File: config.mk
export PLATFORM = sky130hd
export DESIGN_NAME = pm_event_regs
export DESIGN_NICKNAME = d
export VERILOG_FILES = /design/src/rtl/pm_regs_pkg.sv /design/src/rtl/pm_w1c_reg.sv /design/src/rtl/pm_rw_reg.sv /design/src/rtl/pm_sci_route.sv /design/src/rtl/pm_event_regs.sv
export SDC_FILE = /design/constraint.sdc
export NUM_CORES = 1
export LEC_CHECK = 0
export CORE_ASPECT_RATIO = 1.25
export CORE_MARGIN = 2
export CORE_UTILIZATION = 50
export DETAILED_ROUTE_END_ITERATION = 7
export GPL_ROUTABILITY_DRIVEN = 1
export PLACE_DENSITY = 0.8
export SETUP_SLACK_MARGIN = 0.4
export SYNTH_ARGS = -nofsm -noshare
export SYNTH_HDL_FRONTEND = slang
export SYNTH_SLANG_ARGS = --single-unit
File: constraint.sdc
create_clock -name clk_i -period 2.08 [get_ports clk_i]
set_clock_uncertainty 0.05 [all_clocks]
set_input_delay 0.312 -clock clk_i [delete_from_list [all_inputs] [get_ports clk_i]]
set_output_delay 0.312 -clock clk_i [all_outputs]
set_load 0.005 [all_outputs]
File: src/rtl/pm_regs_pkg.sv
package pm_regs_pkg;
  localparam int AW = 6;
  localparam int DW = 8;

  localparam logic [AW-1:0] OFS_PM_STS  = 6'h00;
  localparam logic [AW-1:0] OFS_PM_EN   = 6'h02;
  localparam logic [AW-1:0] OFS_PM_CTL  = 6'h04;
  localparam logic [AW-1:0] OFS_GP_STS  = 6'h0C;
  localparam logic [AW-1:0] OFS_GP_EN   = 6'h0E;
  localparam logic [AW-1:0] OFS_GLB_STS = 6'h18;
  localparam logic [AW-1:0] OFS_DEV_STS = 6'h1C;
  localparam logic [AW-1:0] OFS_GLB_EN  = 6'h20;
  localparam logic [AW-1:0] OFS_GLB_CTL = 6'h28;
  localparam logic [AW-1:0] OFS_DEV_CTL = 6'h2C;

  localparam logic [15:0] PM_STS_MASK  = 16'h8D31;
  localparam logic [15:0] PM_STS_RST   = 16'h0100;
  localparam logic [15:0] PM_EN_MASK   = 16'h0521;
  localparam logic [15:0] PM_CTL_MASK  = 16'h3C07;
  localparam logic [15:0] GP_STS_MASK  = 16'h0F81;
  localparam logic [15:0] GP_EN_MASK   = 16'h0F01;
  localparam logic [15:0] GLB_STS_MASK = 16'h0DF7;
  localparam logic [15:0] GLB_EN_MASK  = 16'h8D1F;
  localparam logic [31:0] DEV_STS_MASK = 32'h3FFF0FFF;
  localparam logic [31:0] GLB_CTL_MASK = 32'h0700FF07;
  localparam logic [31:0] DEV_CTL_MASK = 32'h0FFFFFFF;

  localparam logic [15:0] SCI_EVT_MASK = 16'h0521;
  localparam logic [31:0] DEV_STS_FORCE = 32'h1000_0000;
  localparam int SLP_EN_BIT = 13;
  localparam int SLP_TYP_LSB = 10;
endpackage

File: src/rtl/pm_w1c_reg.sv
module pm_w1c_reg #(
  parameter int          W    = 16,
  parameter logic [5:0]  BASE = 6'h00,
  parameter logic [W-1:0] MASK = '1,
  parameter logic [W-1:0] RST  = '0
) (
  input  logic         clk_i,
  input  logic         rst_ni,
  input  logic         wr_en_i,
  input  logic [5:0]   addr_i,
  input  logic [7:0]   wdata_i,
  input  logic [W-1:0] set_i,
  output logic [W-1:0] q_o
);
  localparam int LANES = W / 8;
  localparam int LB    = $clog2(LANES);

  logic         hit;
  logic [W-1:0] clr;

  assign hit = wr_en_i && (addr_i[5:LB] == BASE[5:LB]);

  for (genvar g = 0; g < LANES; g++) begin : g_lane
    assign clr[g*8 +: 8] = (hit && addr_i[LB-1:0] == LB'(g)) ? wdata_i : 8'h00;
  end

  // set has priority over a simultaneous clear
  always_ff @(posedge clk_i or negedge rst_ni) begin
    if (!rst_ni) q_o <= RST & MASK;
    else         q_o <= (q_o & ~(clr & MASK)) | (set_i & MASK);
  end
endmodule

File: src/rtl/pm_rw_reg.sv
module pm_rw_reg #(
  parameter int           W    = 16,
  parameter logic [5:0]   BASE = 6'h00,
  parameter logic [W-1:0] MASK = '1
) (
  input  logic         clk_i,
  input  logic         rst_ni,
  input  logic         wr_en_i,
  input  logic [5:0]   addr_i,
  input  logic [7:0]   wdata_i,
  output logic [W-1:0] q_o
);
  localparam int LANES = W / 8;
  localparam int LB    = $clog2(LANES);

  logic hit;
  assign hit = wr_en_i && (addr_i[5:LB] == BASE[5:LB]);

  for (genvar g = 0; g < LANES; g++) begin : g_lane
    always_ff @(posedge clk_i or negedge rst_ni) begin
      if (!rst_ni)
        q_o[g*8 +: 8] <= 8'h00;
      else if (hit && addr_i[LB-1:0] == LB'(g))
        q_o[g*8 +: 8] <= wdata_i & MASK[g*8 +: 8];
    end
  end
endmodule

File: src/rtl/pm_sci_route.sv
module pm_sci_route #(
  parameter logic [15:0] EVT_MASK = 16'h0521
) (
  input  logic        clk_i,
  input  logic        rst_ni,
  input  logic [15:0] sts_i,
  input  logic [15:0] en_i,
  input  logic        route_i,
  output logic        intx_o,
  output logic        irq9_o
);
  logic sci_q;

  always_ff @(posedge clk_i or negedge rst_ni) begin
    if (!rst_ni) sci_q <= 1'b0;
    else         sci_q <= |(sts_i & en_i & EVT_MASK);
  end

  assign intx_o = sci_q &  route_i;
  assign irq9_o = sci_q & ~route_i;
endmodule

File: src/rtl/pm_event_regs.sv
module pm_event_regs
  import pm_regs_pkg::*;
(
  input  logic        clk_i,
  input  logic        rst_ni,
  input  logic        wr_en_i,
  input  logic        rd_en_i,
  input  logic [5:0]  addr_i,
  input  logic [7:0]  wdata_i,
  output logic [7:0]  rdata_o,
  input  logic [15:0] pm_evt_i,
  input  logic [15:0] gp_evt_i,
  input  logic [15:0] glb_evt_i,
  input  logic [31:0] dev_evt_i,
  input  logic        tmr_ovf_i,
  input  logic        smm_i,
  input  logic        irq_route_i,
  output logic        intx_o,
  output logic        irq9_o,
  output logic        susp_req_o,
  output logic [2:0]  susp_type_o
);
  logic [15:0] pm_sts, pm_en, pm_ctl, gp_sts, gp_en, glb_sts, glb_en;
  logic [31:0] dev_sts, glb_ctl, dev_ctl;
  logic [15:0] pm_set;
  logic        ctl_wr_q;

  assign pm_set = pm_evt_i | {15'h0, tmr_ovf_i};

  pm_w1c_reg #(.W(16), .BASE(OFS_PM_STS), .MASK(PM_STS_MASK), .RST(PM_STS_RST)) u_pm_sts (
    .clk_i, .rst_ni, .wr_en_i, .addr_i, .wdata_i, .set_i(pm_set), .q_o(pm_sts));
  pm_w1c_reg #(.W(16), .BASE(OFS_GP_STS), .MASK(GP_STS_MASK), .RST(16'h0)) u_gp_sts (
    .clk_i, .rst_ni, .wr_en_i, .addr_i, .wdata_i, .set_i(gp_evt_i), .q_o(gp_sts));
  pm_w1c_reg #(.W(16), .BASE(OFS_GLB_STS), .MASK(GLB_STS_MASK), .RST(16'h0)) u_glb_sts (
    .clk_i, .rst_ni, .wr_en_i, .addr_i, .wdata_i, .set_i(glb_evt_i), .q_o(glb_sts));
  pm_w1c_reg #(.W(32), .BASE(OFS_DEV_STS), .MASK(DEV_STS_MASK), .RST(32'h0)) u_dev_sts (
    .clk_i, .rst_ni, .wr_en_i, .addr_i, .wdata_i, .set_i(dev_evt_i), .q_o(dev_sts));

  pm_rw_reg #(.W(16), .BASE(OFS_PM_EN),   .MASK(PM_EN_MASK))   u_pm_en (
    .clk_i, .rst_ni, .wr_en_i, .addr_i, .wdata_i, .q_o(pm_en));
  pm_rw_reg #(.W(16), .BASE(OFS_PM_CTL),  .MASK(PM_CTL_MASK))  u_pm_ctl (
    .clk_i, .rst_ni, .wr_en_i, .addr_i, .wdata_i, .q_o(pm_ctl));
  pm_rw_reg #(.W(16), .BASE(OFS_GP_EN),   .MASK(GP_EN_MASK))   u_gp_en (
    .clk_i, .rst_ni, .wr_en_i, .addr_i, .wdata_i, .q_o(gp_en));
  pm_rw_reg #(.W(16), .BASE(OFS_GLB_EN),  .MASK(GLB_EN_MASK))  u_glb_en (
    .clk_i, .rst_ni, .wr_en_i, .addr_i, .wdata_i, .q_o(glb_en));
  pm_rw_reg #(.W(32), .BASE(OFS_GLB_CTL), .MASK(GLB_CTL_MASK)) u_glb_ctl (
    .clk_i, .rst_ni, .wr_en_i, .addr_i, .wdata_i, .q_o(glb_ctl));
  pm_rw_reg #(.W(32), .BASE(OFS_DEV_CTL), .MASK(DEV_CTL_MASK)) u_dev_ctl (
    .clk_i, .rst_ni, .wr_en_i, .addr_i, .wdata_i, .q_o(dev_ctl));

  pm_sci_route #(.EVT_MASK(SCI_EVT_MASK)) u_sci (
    .clk_i, .rst_ni, .sts_i(pm_sts), .en_i(pm_en), .route_i(irq_route_i),
    .intx_o, .irq9_o);

  // suspend: flag the control write, then sample the stored control value
  always_ff @(posedge clk_i or negedge rst_ni) begin
    if (!rst_ni) ctl_wr_q <= 1'b0;
    else         ctl_wr_q <= wr_en_i && (addr_i[5:1] == OFS_PM_CTL[5:1]);
  end
  assign susp_req_o  = ctl_wr_q & pm_ctl[SLP_EN_BIT];
  assign susp_type_o = pm_ctl[SLP_TYP_LSB +: 3];

  // read path
  logic [7:0]  glb_sum;
  logic [31:0] rd_word;

  always_comb begin
    glb_sum    = glb_sts[7:0] & 8'h05;
    glb_sum[7] = |gp_sts;
    glb_sum[6] = |pm_sts;
    glb_sum[5] = smm_i;
    glb_sum[4] = |dev_sts;
  end

  always_comb begin
    unique case (addr_i[5:2])
      4'h0:    rd_word = {pm_en, pm_sts};
      4'h1:    rd_word = {16'h0, pm_ctl};
      4'h3:    rd_word = {gp_en, gp_sts};
      4'h6:    rd_word = {16'h0, glb_sts[15:8], glb_sum};
      4'h7:    rd_word = dev_sts | DEV_STS_FORCE;
      4'h8:    rd_word = {16'h0, glb_en};
      4'hA:    rd_word = glb_ctl;
      4'hB:    rd_word = dev_ctl;
      default: rd_word = 32'h0;
    endcase
  end

  assign rdata_o = rd_en_i ? rd_word[{addr_i[1:0], 3'b000} +: 8] : 8'h00;
endmodule

==> impl_metrics.env, run 1 <==
export IMPL_hold_viol=0
export IMPL_grt_pass1_wl_um=33200
export IMPL_synth_edf_count=0
export IMPL_syn_nets=629
export IMPL_worst_path_max_fanout=2
export IMPL_worstSetupPathType="flop to primary output"
export IMPL_path_clk_slew_ps=60
export IMPL_synthTopCellsByCount="dfrtp_1, nand2_1, mux2_2"
export IMPL_power_density_nw_per_um2=712
export IMPL_drive_above_1_share=0.448
export IMPL_rsz0062_at_grt="yes"
export IMPL_routed_wl_um=21600
export IMPL_reg2reg_setup_slack_ps=1010
export IMPL_dr_pass1_iters=5
export IMPL_die_h_um=125
export IMPL_hpwl_um=15200
export IMPL_syn2layout_area_growth_pct=54.6
export IMPL_core_um2=11600
export IMPL_clockPowerShare=0.450
export IMPL_synth_most_common_cell="dfrtp_1"
export IMPL_numCtsBuffers=17
export IMPL_synth_top_cells_by_area="dfrtp_1, mux2_2, a21o_1, nand2_1, mux2_1"
export IMPL_syn_area_um2=5870
export IMPL_fmax_ghz=0.414
export IMPL_grt_overflow_total=0
export IMPL_setup_viol_count_final=8
export IMPL_clock_sinks=113
export IMPL_fin_ws_ps=-336
export IMPL_power_switching_w=0.00172
export IMPL_htreeDepth=4
export IMPL_diodes=0
export IMPL_endpoint_kind="primary output"
export IMPL_viasPerCell=6.11
export IMPL_antenna_found_initial=0
export IMPL_instances_no_fill=912
export IMPL_worst_pin_slew_ps=618
export IMPL_num_nets_final=862
export IMPL_p_seq_frac=0.389
export IMPL_ys_ff_latch=113
export IMPL_grt_max_degree=67
export IMPL_gp_congestion=1.01
export IMPL_yosysSeqAreaShare=0.482
export IMPL_die_area_um2=12600
export IMPL_cp_start_kind="flop"
export IMPL_pwr_share_comb=0.161
export IMPL_holdCritPathClass="input port to async pin"
export IMPL_slew_viol_final=0
export IMPL_yosysTopAreaCell="dfrtp_1"
export IMPL_r2r_start="u_pm_sts.q_o[5]"
export IMPL_start_util=0.508
export IMPL_switching_share=0.266
export IMPL_p_total_w=0.00646
export IMPL_p_leak_nw=3.87
export IMPL_clockRootBuffer="clkbuf_16"
export IMPL_period_minus_slack_ps=2420
export IMPL_fill_cells=718
export IMPL_via_count=5568
export IMPL_timing_rr_end="u_sci.sci_q"
export IMPL_io_pins=115
export IMPL_cts_buffer_depth=2
export IMPL_seq_area_um2=2830
export IMPL_chipWidth_um=101
export IMPL_rows=44
export IMPL_multiInputGateArea_um2=3120
export IMPL_cts_tree="built"
export IMPL_violations="setup timing"
export IMPL_ys_flop_type="dfrtp_1"
export IMPL_post_route_drc_count=0
export IMPL_clkLatencyLatePin_ps=410
export IMPL_vdd_ir_drop_max_v=0.000470
export IMPL_antenna_left=0
export IMPL_r2r_cells=3
export IMPL_drtIter0Drc=464
export IMPL_grt_pass1_vias=5845
export IMPL_yosys_warnings=0
export IMPL_power_internal_w=0.00474
export IMPL_arrival_ps=2050
export IMPL_relSlewSlack=0.587
export IMPL_placement_io_buffers=78
export IMPL_syn_avg_cell_area_um2=11.1
export IMPL_period_share=1.16
export IMPL_async_flop_share=1.00
export IMPL_syn_inst=528
export IMPL_cap_violations=0
export IMPL_place_inst=838
export IMPL_post_drt_wl_per_cell_um=23.7
export IMPL_yosysTopAreaCellShare=0.477
export IMPL_grt_usage=0.354
export IMPL_yosys_cell_types_count=69
export IMPL_required_ps=1720
export IMPL_run_status="finished with violations"
worst max-delay path by stage:
stage                     start    endpoint  slack, ps
2_1_floorplan         addr_i[2]  rdata_o[0]        340
3_3_place_gp          addr_i[4]  rdata_o[7]      -1060
3_5_place_dp          addr_i[4]  rdata_o[7]      -1110
4_1_cts         u_gp_sts.q_o[9]  rdata_o[7]       -420
5_1_grt        u_gp_sts.q_o[11]  rdata_o[7]       -370
6_report       u_gp_sts.q_o[11]  rdata_o[7]       -340
critical path, stage by stage, from the launching register on:
cell       delay, ps
dfrtp_1          370
or4_4            580
o31ai_4          220
o2111ai_2        150
o2111ai_1        100
nor2_1            90
buf_2            130
registers in the layout (all words and copies together) (netlist names):
register / flops
u_gp_sts.q_o: 6
u_glb_en.q_o: 9
u_glb_sts.q_o: 5
u_pm_ctl.q_o: 7
ctl_wr_q: 1
u_glb_ctl.q_o: 14
u_gp_en.q_o: 5
u_pm_en.q_o: 4
u_pm_sts.q_o: 7
u_dev_sts.q_o: 26
u_dev_ctl.q_o: 28
u_sci.sci_q: 1
through the flow:
step / setup TNS (ps) / setup WS, ps / area (um^2) / hold slack (ps) / utilization
global placement: -41790 / -1060 / 7730 / 103 / 0.669
floorplan: 0 / 336 / 5930 / -33.6 / -
detailed placement: -42500 / -1110 / 7730 / 107 / 0.669
finish: -1180 / -336 / 9080 / 220 / 0.785
CTS: -1410 / -418 / 8860 / 218 / 0.766
global route: -1530 / -371 / 9080 / 236 / 0.785
power groups by stage:
stage          Clock (W)  Sequential (W)  Combinational [W]
2_1_floorplan          0         0.00249           0.000446
3_3_place_gp           0         0.00253           0.000863
3_5_place_dp           0         0.00254           0.000882
4_1_cts          0.00293         0.00250           0.000974
5_1_grt          0.00301         0.00253            0.00110
6_report         0.00291         0.00251            0.00104
repair_timing:
action                                 in CTS  in global routing
endpoints found under the hold margin      71                  0
resized for setup                         116                 40
pin swaps                                  39                 26
hold buffers                                1                  0
gates cloned                                3                  0
buffers inserted                           31                  7
setup endpoints to repair                 124                 51
cells by family after synthesis:
kind of cell	Yosys count	synth area share
buffers and inverters	40	0.0428
AO/OA/AOI/OAI	131	0.169
multiplexers	77	0.148
flip-flops	113	0.482
AND/OR/NAND/NOR	167	0.159
layout make-up:
type	instances	share of cell area
Tap cell	138	0.0190
Inverter	2	0.000827
Timing Repair Buffer	252	0.261
Clock buffer	18	0.0473
Clock inverter	14	0.0171
Sequential cell	113	0.312
Multi-Input combinational cell	375	0.343
cell usage in the layout, fill, tap and decap left out, drive strengths merged, types with 3 or more instances in the layout:
cell type | synthesis | layout
buf | 25 | 184
dfrtp | 112 | 112
nand2 | 72 | 72
mux2 | 67 | 67
clkdlybuf4s50 | 0 | 55
a21o | 43 | 43
nor2 | 26 | 26
clkbuf | 13 | 18
a22oi | 17 | 17
a21oi | 14 | 14
nand3 | 12 | 12
mux2i | 10 | 10
o21ai | 8 | 8
nor3 | 7 | 7
nor4 | 7 | 7
dlygate4sd2 | 0 | 6
nand3b | 6 | 6
and2 | 6 | 6
o22ai | 6 | 6
o311ai | 6 | 6
inv | 2 | 6
clkinv | 0 | 6
nor2b | 5 | 5
a32oi | 5 | 5
a22o | 4 | 4
a31oi | 4 | 4
nand2b | 4 | 4
a211o | 3 | 3
dlymetal6s2s | 0 | 3
or4 | 3 | 3
and2b | 3 | 3
o2111ai | 3 | 3
a32o | 3 | 3
per-layer routing:
| metal | global-route usage | vias to the layer above | share of wire |
|---|---|---|---|
| met1 | 0.446 | 2764 | 0.39 |
| met5 | 0 | - | 0 |
| met3 | 0.0604 | 76 | 0.069 |
| met4 | 0.187 | 0 | 0.047 |
| met2 | 0.578 | 295 | 0.49 |
| li1 | - | 2433 | - |
Note: power is estimated with default switching activity, not from simulation.
==> inputs of run 2 (changes only) <==
Clock period 2.08 ns to 2.45 ns, I/O delays scaled along.
==> run 2 against run 1 <==
Net effect: the run ends with hold timing, setup timing left; setup slack gained 310 ps; largest power group unchanged; sequential share of layout area is 2.1 points higher; highest routed layer unchanged; wire length is 2.8% lower; utilization decreased by 4.9 points; combinational power down 23%; non-clock buffer count down 38; sequential power down 15%; sequential cell count did not move; clock power fell by 17%; power decreased by 17%; critical path depth decreased by 1.
==> impl_metrics.env, run 2 (synthesized netlist as in run 1, its figures left out) <==
export IMPL_run_status="finished with violations"
export IMPL_violations="hold timing, setup timing"
export IMPL_slowest_stage="or4_4"
export IMPL_final_util=0.736
export IMPL_num_nets_final=824
export IMPL_syn2layout_area_growth_pct=45.0
export IMPL_holdWs_ps=-23.1
export IMPL_rows=44
export IMPL_switching_share=0.255
export IMPL_worstSetupPathType="flop to primary output"
export IMPL_power_switching_w=0.00137
export IMPL_clockRootBuffer="clkbuf_16"
export IMPL_core_um2=11600
export IMPL_fmax_ghz=0.403
export IMPL_p_total_w=0.00534
export IMPL_antenna_left=0
export IMPL_drtIter0Drc=397
export IMPL_relSlewSlack=0.583
export IMPL_hpwl_um=14900
export IMPL_setup_tns_ps=-49.8
export IMPL_cts_tree="built"
export IMPL_endpoint_kind="primary output"
export IMPL_period_minus_slack_ps=2480
export IMPL_cpPeakStageDelay_ps=540
export IMPL_viasPerCell=6.17
export IMPL_vdd_ir_drop_max_v=0.000487
export IMPL_cp_start_kind="flop"
export IMPL_cap_violations=0
export IMPL_clockPowerShare=0.452
export IMPL_setup_viol_count_final=2
export IMPL_power_density_nw_per_um2=628
export IMPL_fin_ws_ps=-29.1
export IMPL_start_util=0.508
export IMPL_reg_largest_list="u_dev_ctl.q_o x28, u_dev_sts.q_o x26, u_glb_ctl.q_o x14"
export IMPL_grt_max_degree=114
export IMPL_instances_no_fill=874
export IMPL_final_common_cell="buf_4"
export IMPL_slew_viol_final=0
export IMPL_drive_above_1_share=0.401
export IMPL_met1_length_um=8180
export IMPL_post_drt_wl_per_cell_um=24.0
export IMPL_required_ps=2030
export IMPL_post_route_drc_count=0
export IMPL_io_pins=115
export IMPL_holdCritPathClass="input port to async pin"
export IMPL_period_share=1.01
export IMPL_multiInputGateArea_um2=3020
export IMPL_via_count=5394
export IMPL_mostFrequentLayoutCells="buf_4, dfrtp_1, nand2_1"
export IMPL_placement_io_buffers=78
export IMPL_cts_buffer_depth=2
export IMPL_htreeDepth=4
export IMPL_pwr_share_comb=0.149
export IMPL_seq_area_um2=2830
export IMPL_power_internal_w=0.00398
export IMPL_dr_pass1_iters=5
export IMPL_die_area_um2=12600
export IMPL_chipWidth_um=101
export IMPL_numCtsBuffers=17
export IMPL_grt_pass1_vias=5617
export IMPL_grt_overflow_total=0
export IMPL_wl_met3_um=1660
export IMPL_clock_sinks=113
export IMPL_clkLatencyLatePin_ps=410
export IMPL_gp_congestion=0.931
export IMPL_path_cells="or4_4 > o41ai_4 > nand3_1 > and3_1 > buf_2"
export IMPL_rsz0062_at_grt="yes"
export IMPL_worst_pin_slew_ps=626
export IMPL_dr_max_layer_used="met4"
export IMPL_fill_cells=795
export IMPL_antenna_found_initial=0
export IMPL_regMostFlops="u_dev_ctl.q_o"
export IMPL_p_leak_nw=3.53
export IMPL_routed_wl_um=21000
export IMPL_place_inst=825
export IMPL_die_h_um=125
export IMPL_hold_viol=42
export IMPL_grt_pass1_wl_um=32400
export IMPL_arrival_ps=2060
export IMPL_worst_path_max_fanout=2
export IMPL_diodes=0
export IMPL_wl_met2_um=10300
export IMPL_p_seq_frac=0.399
export IMPL_path_clk_slew_ps=60
export IMPL_grt_usage=0.345
export IMPL_largest_register_ff_count=28
==> run 2: cell types whose count changed in the layout (fill, tap and decap cells not counted), sizes merged, moves of 3 or more <==
cell,previous run,this run
inv,6,3
dlymetal6s2s,3,0
clkdlybuf4s50,55,64
dlygate4sd2,6,1
buf,184,148
==> run 2: routing by layer <==
layer	up-vias	track usage
li1	2344	-
met1	2736	0.441
met2	265	0.558
met3	49	0.0732
met4	0	0.163
met5	-	0
==> run 2: timing repair <==
item	in CTS	in global routing
buffers inserted	11	4
pin swaps	39	22
hold buffers	0	0
endpoints found under the setup margin	73	10
gates resized for setup	110	17
cloned	2	0
==> run 2: critical path: cells and delay by family, from the launching register on <==
family	cells	cell delay [ps]
AOI/OAI and AO/OA	1	280
buffers and inverters	1	130
and+or+nand+nor	3	850
DFF	1	400
==> run 2: metrics by stage <==
stage	setup slack (ps)	instance area (um^2)
final	-29.1	8510
after CTS	-72.5	8420
after global routing	-103	8510
after floorplan	523	5870
after detailed placement	-904	7510
after global placement	-902	7510
==> run 2: final cells by class <==
cell class              instances  share of cell area
clock inverters                13              0.0162
inverters                       2            0.000882
flip-flops and latches        113               0.332
well taps                     138              0.0203
clock buffers                  19              0.0520
multi-input cells             375               0.354
repair buffers                214               0.224
==> run 2: path summary, 6_finish.rpt <==
check | startpoint | endpoint | slack (ps) | cells after the start
min in group clk_i | u_glb_sts.q_o[0] | u_glb_sts.q_o[0] | 440 | 1
max reg2reg | u_pm_sts.q_o[0] | u_pm_sts.q_o[0] | 1290 | 4
min | rst_ni | ctl_wr_q | -20 | 2
min reg2reg | u_glb_sts.q_o[0] | u_glb_sts.q_o[0] | 440 | 1
max in group asynchronous | rst_ni | u_glb_sts.q_o[0] | 1890 | 2
max | u_pm_sts.q_o[0] | rdata_o[6] | -30 | 5
==> run 2: power groups by stage <==
stage | combinational (W) | sequential (W) | clock, W
5_1_grt | 0.000847 | 0.00214 | 0.00252
2_1_floorplan | 0.000368 | 0.00211 | 0
3_3_place_gp | 0.000710 | 0.00214 | 0
4_1_cts | 0.000779 | 0.00213 | 0.00243
3_5_place_dp | 0.000726 | 0.00215 | 0
6_report | 0.000797 | 0.00213 | 0.00241
==> inputs of run 3 (changes only) <==
Clock period 2.45 ns to 2.9 ns, I/O delays scaled along.
==> run 3 against run 2 <==
Net effect: the flow now finishes without violations; sequential cell count unchanged; combinational power is 13% lower; power fell by 15%; final area fell by 1.7%; sequential share of layout area is 0.56 points higher; die area did not move; wire length shrank 1.3%; non-clock buffer count shrank 21; first-iteration DRC count rose by 56%; sequential power shrank 15%; critical path depth is the same.
==> impl_metrics.env, run 3 (synthesized netlist as in run 1, its figures left out) <==
export IMPL_antenna_found_initial=0
export IMPL_dr_pass1_iters=5
export IMPL_syn2layout_area_growth_pct=42.5
export IMPL_power_internal_w=0.00346
export IMPL_arrival_ps=2060
export IMPL_relSlewSlack=0.384
export IMPL_final_util=0.724
export IMPL_io_pins=115
export IMPL_placed_cell_area_um2=7190
export IMPL_clockPowerShare=0.455
export IMPL_drtIter0Drc=620
export IMPL_reg_largest_list="u_dev_ctl.q_o x28, u_dev_sts.q_o x26, u_glb_ctl.q_o x14"
export IMPL_power_switching_w=0.00110
export IMPL_post_drt_wl_per_cell_um=24.4
export IMPL_setup_viol_count_final=0
export IMPL_p_seq_frac=0.394
export IMPL_die_h_um=125
export IMPL_via_count=5481
export IMPL_period_share=0.879
export IMPL_final_common_cell="dfrtp_1"
export IMPL_endpoint_kind="primary output"
export IMPL_worst_pin_slew_ps=921
export IMPL_drive_above_1_share=0.367
export IMPL_cts_buffer_depth=2
export IMPL_placement_io_buffers=78
export IMPL_hpwl_um=13700
export IMPL_grt_usage=0.336
export IMPL_power_density_nw_per_um2=545
export IMPL_viasPerCell=6.45
export IMPL_run_status="completed"
export IMPL_rsz0062_at_grt="yes"
export IMPL_cp_start_kind="flop"
export IMPL_switching_share=0.241
export IMPL_p_leak_nw=3.44
export IMPL_diodes=0
export IMPL_pwr_share_comb=0.152
export IMPL_regMostFlops="u_dev_ctl.q_o"
export IMPL_instances_no_fill=850
export IMPL_grt_pass1_vias=5460
export IMPL_clock_sinks=113
export IMPL_p_total_w=0.00456
export IMPL_worstSetupPathType="flop to primary output"
export IMPL_core_um2=11600
export IMPL_cts_tree="built"
export IMPL_fmax_ghz=0.392
export IMPL_post_route_drc_count=0
export IMPL_rows=44
export IMPL_clockRootBuffer="clkbuf_16"
export IMPL_final_area_um2=8370
export IMPL_fill_cells=786
export IMPL_gp_congestion=0.973
export IMPL_routed_wl_um=20700
export IMPL_required_ps=2410
export IMPL_vdd_ir_drop_max_v=0.000345
export IMPL_chipWidth_um=101
export IMPL_worst_path_max_fanout=2
export IMPL_clkLatencyLatePin_ps=410
export IMPL_grt_overflow_total=0
export IMPL_place_inst=784
export IMPL_num_nets_final=803
export IMPL_largest_register_ff_count=28
export IMPL_holdCritPathClass="input port to async pin"
export IMPL_holdWs_ps=12.4
export IMPL_period_minus_slack_ps=2550
export IMPL_slew_viol_final=0
export IMPL_start_util=0.508
export IMPL_r2r_cells=2
export IMPL_numCtsBuffers=17
export IMPL_grt_pass1_wl_um=31700
export IMPL_grt_max_degree=114
export IMPL_mostFrequentLayoutCells="dfrtp_1, buf_4, nand2_1"
export IMPL_hold_viol=0
export IMPL_antenna_left=0
export IMPL_die_area_um2=12600
export IMPL_cap_violations=0
export IMPL_htreeDepth=4
export IMPL_path_clk_slew_ps=50
==> run 3: cell types whose count changed in the layout (fill, tap and decap cells not counted), sizes merged <==
| cell | before | now |
|---|---|---|
| buf | 148 | 125 |
| bufbuf | 1 | 0 |
| bufinv | 2 | 3 |
| clkbuf | 19 | 25 |
| clkdlybuf4s15 | 0 | 1 |
| clkinv | 7 | 2 |
| clkinvlp | 3 | 1 |
| dlygate4sd2 | 1 | 0 |
| dlymetal6s2s | 0 | 1 |
| inv | 3 | 2 |
==> run 3: area by class of cell <==
class	count	area (um^2)	area share
sequential	113	2830	0.338
timing repair buffer	193	1760	0.210
multi-input combinational	375	3030	0.362
clock buffer	23	468	0.0559
inverter	2	7.51	0.000897
clock inverter	6	108	0.0129
tap	138	173	0.0206
==> run 3: worst max-delay path, cell delays in order (launching register included) <==
cell and delay, ps:
dfrtp_1 400, or4_4 560, o41ai_4 290, nand3_1 110, and3_1 170, buf_2 120
==> run 3: repair_timing <==
action	CTS	global route
endpoints found under the setup margin	8	7
hold buffers	0	0
setup buffers	31	4
cloned	0	2
pin swaps	31	15
gates resized for setup	95	17
==> run 3: power groups by stage <==
stage	logic (W)	registers (W)	clock network, W
6_report	0.000692	0.00180	0.00208
5_1_grt	0.000729	0.00181	0.00216
4_1_cts	0.000655	0.00179	0.00208
2_1_floorplan	0.000311	0.00178	0
3_3_place_gp	0.000583	0.00181	0
3_5_place_dp	0.000598	0.00181	0
==> run 3: metal layers <==
layer  track usage  up-vias  part of all wire
li1              -     2300                 -
met1         0.450     2736              0.39
met2         0.530      358              0.47
met3        0.0520       87             0.078
met4         0.165        0             0.055
met5             0        -                 0
==> run 3: worst paths after layout <==
path                                   start                end  slack [ps]
setup / recovery             u_pm_sts.q_o[0]         rdata_o[6]         350
hold / removal                        rst_ni           ctl_wr_q          10
setup reg to reg             u_pm_sts.q_o[0]    u_pm_sts.q_o[0]        1920
hold reg to reg            u_glb_sts.q_o[10]  u_glb_sts.q_o[10]         440
max in group asynchronous             rst_ni   u_dev_ctl.q_o[3]        2240
min in group clk_i         u_glb_sts.q_o[10]  u_glb_sts.q_o[10]         440
==> run 3: metrics by stage <==
step,setup TNS (ps),setup WS [ps]
after floorplan,0,838
after global placement,-2210,-353
after detailed placement,-2430,-361
after CTS,0,307
after global routing,0,322
final,0,352
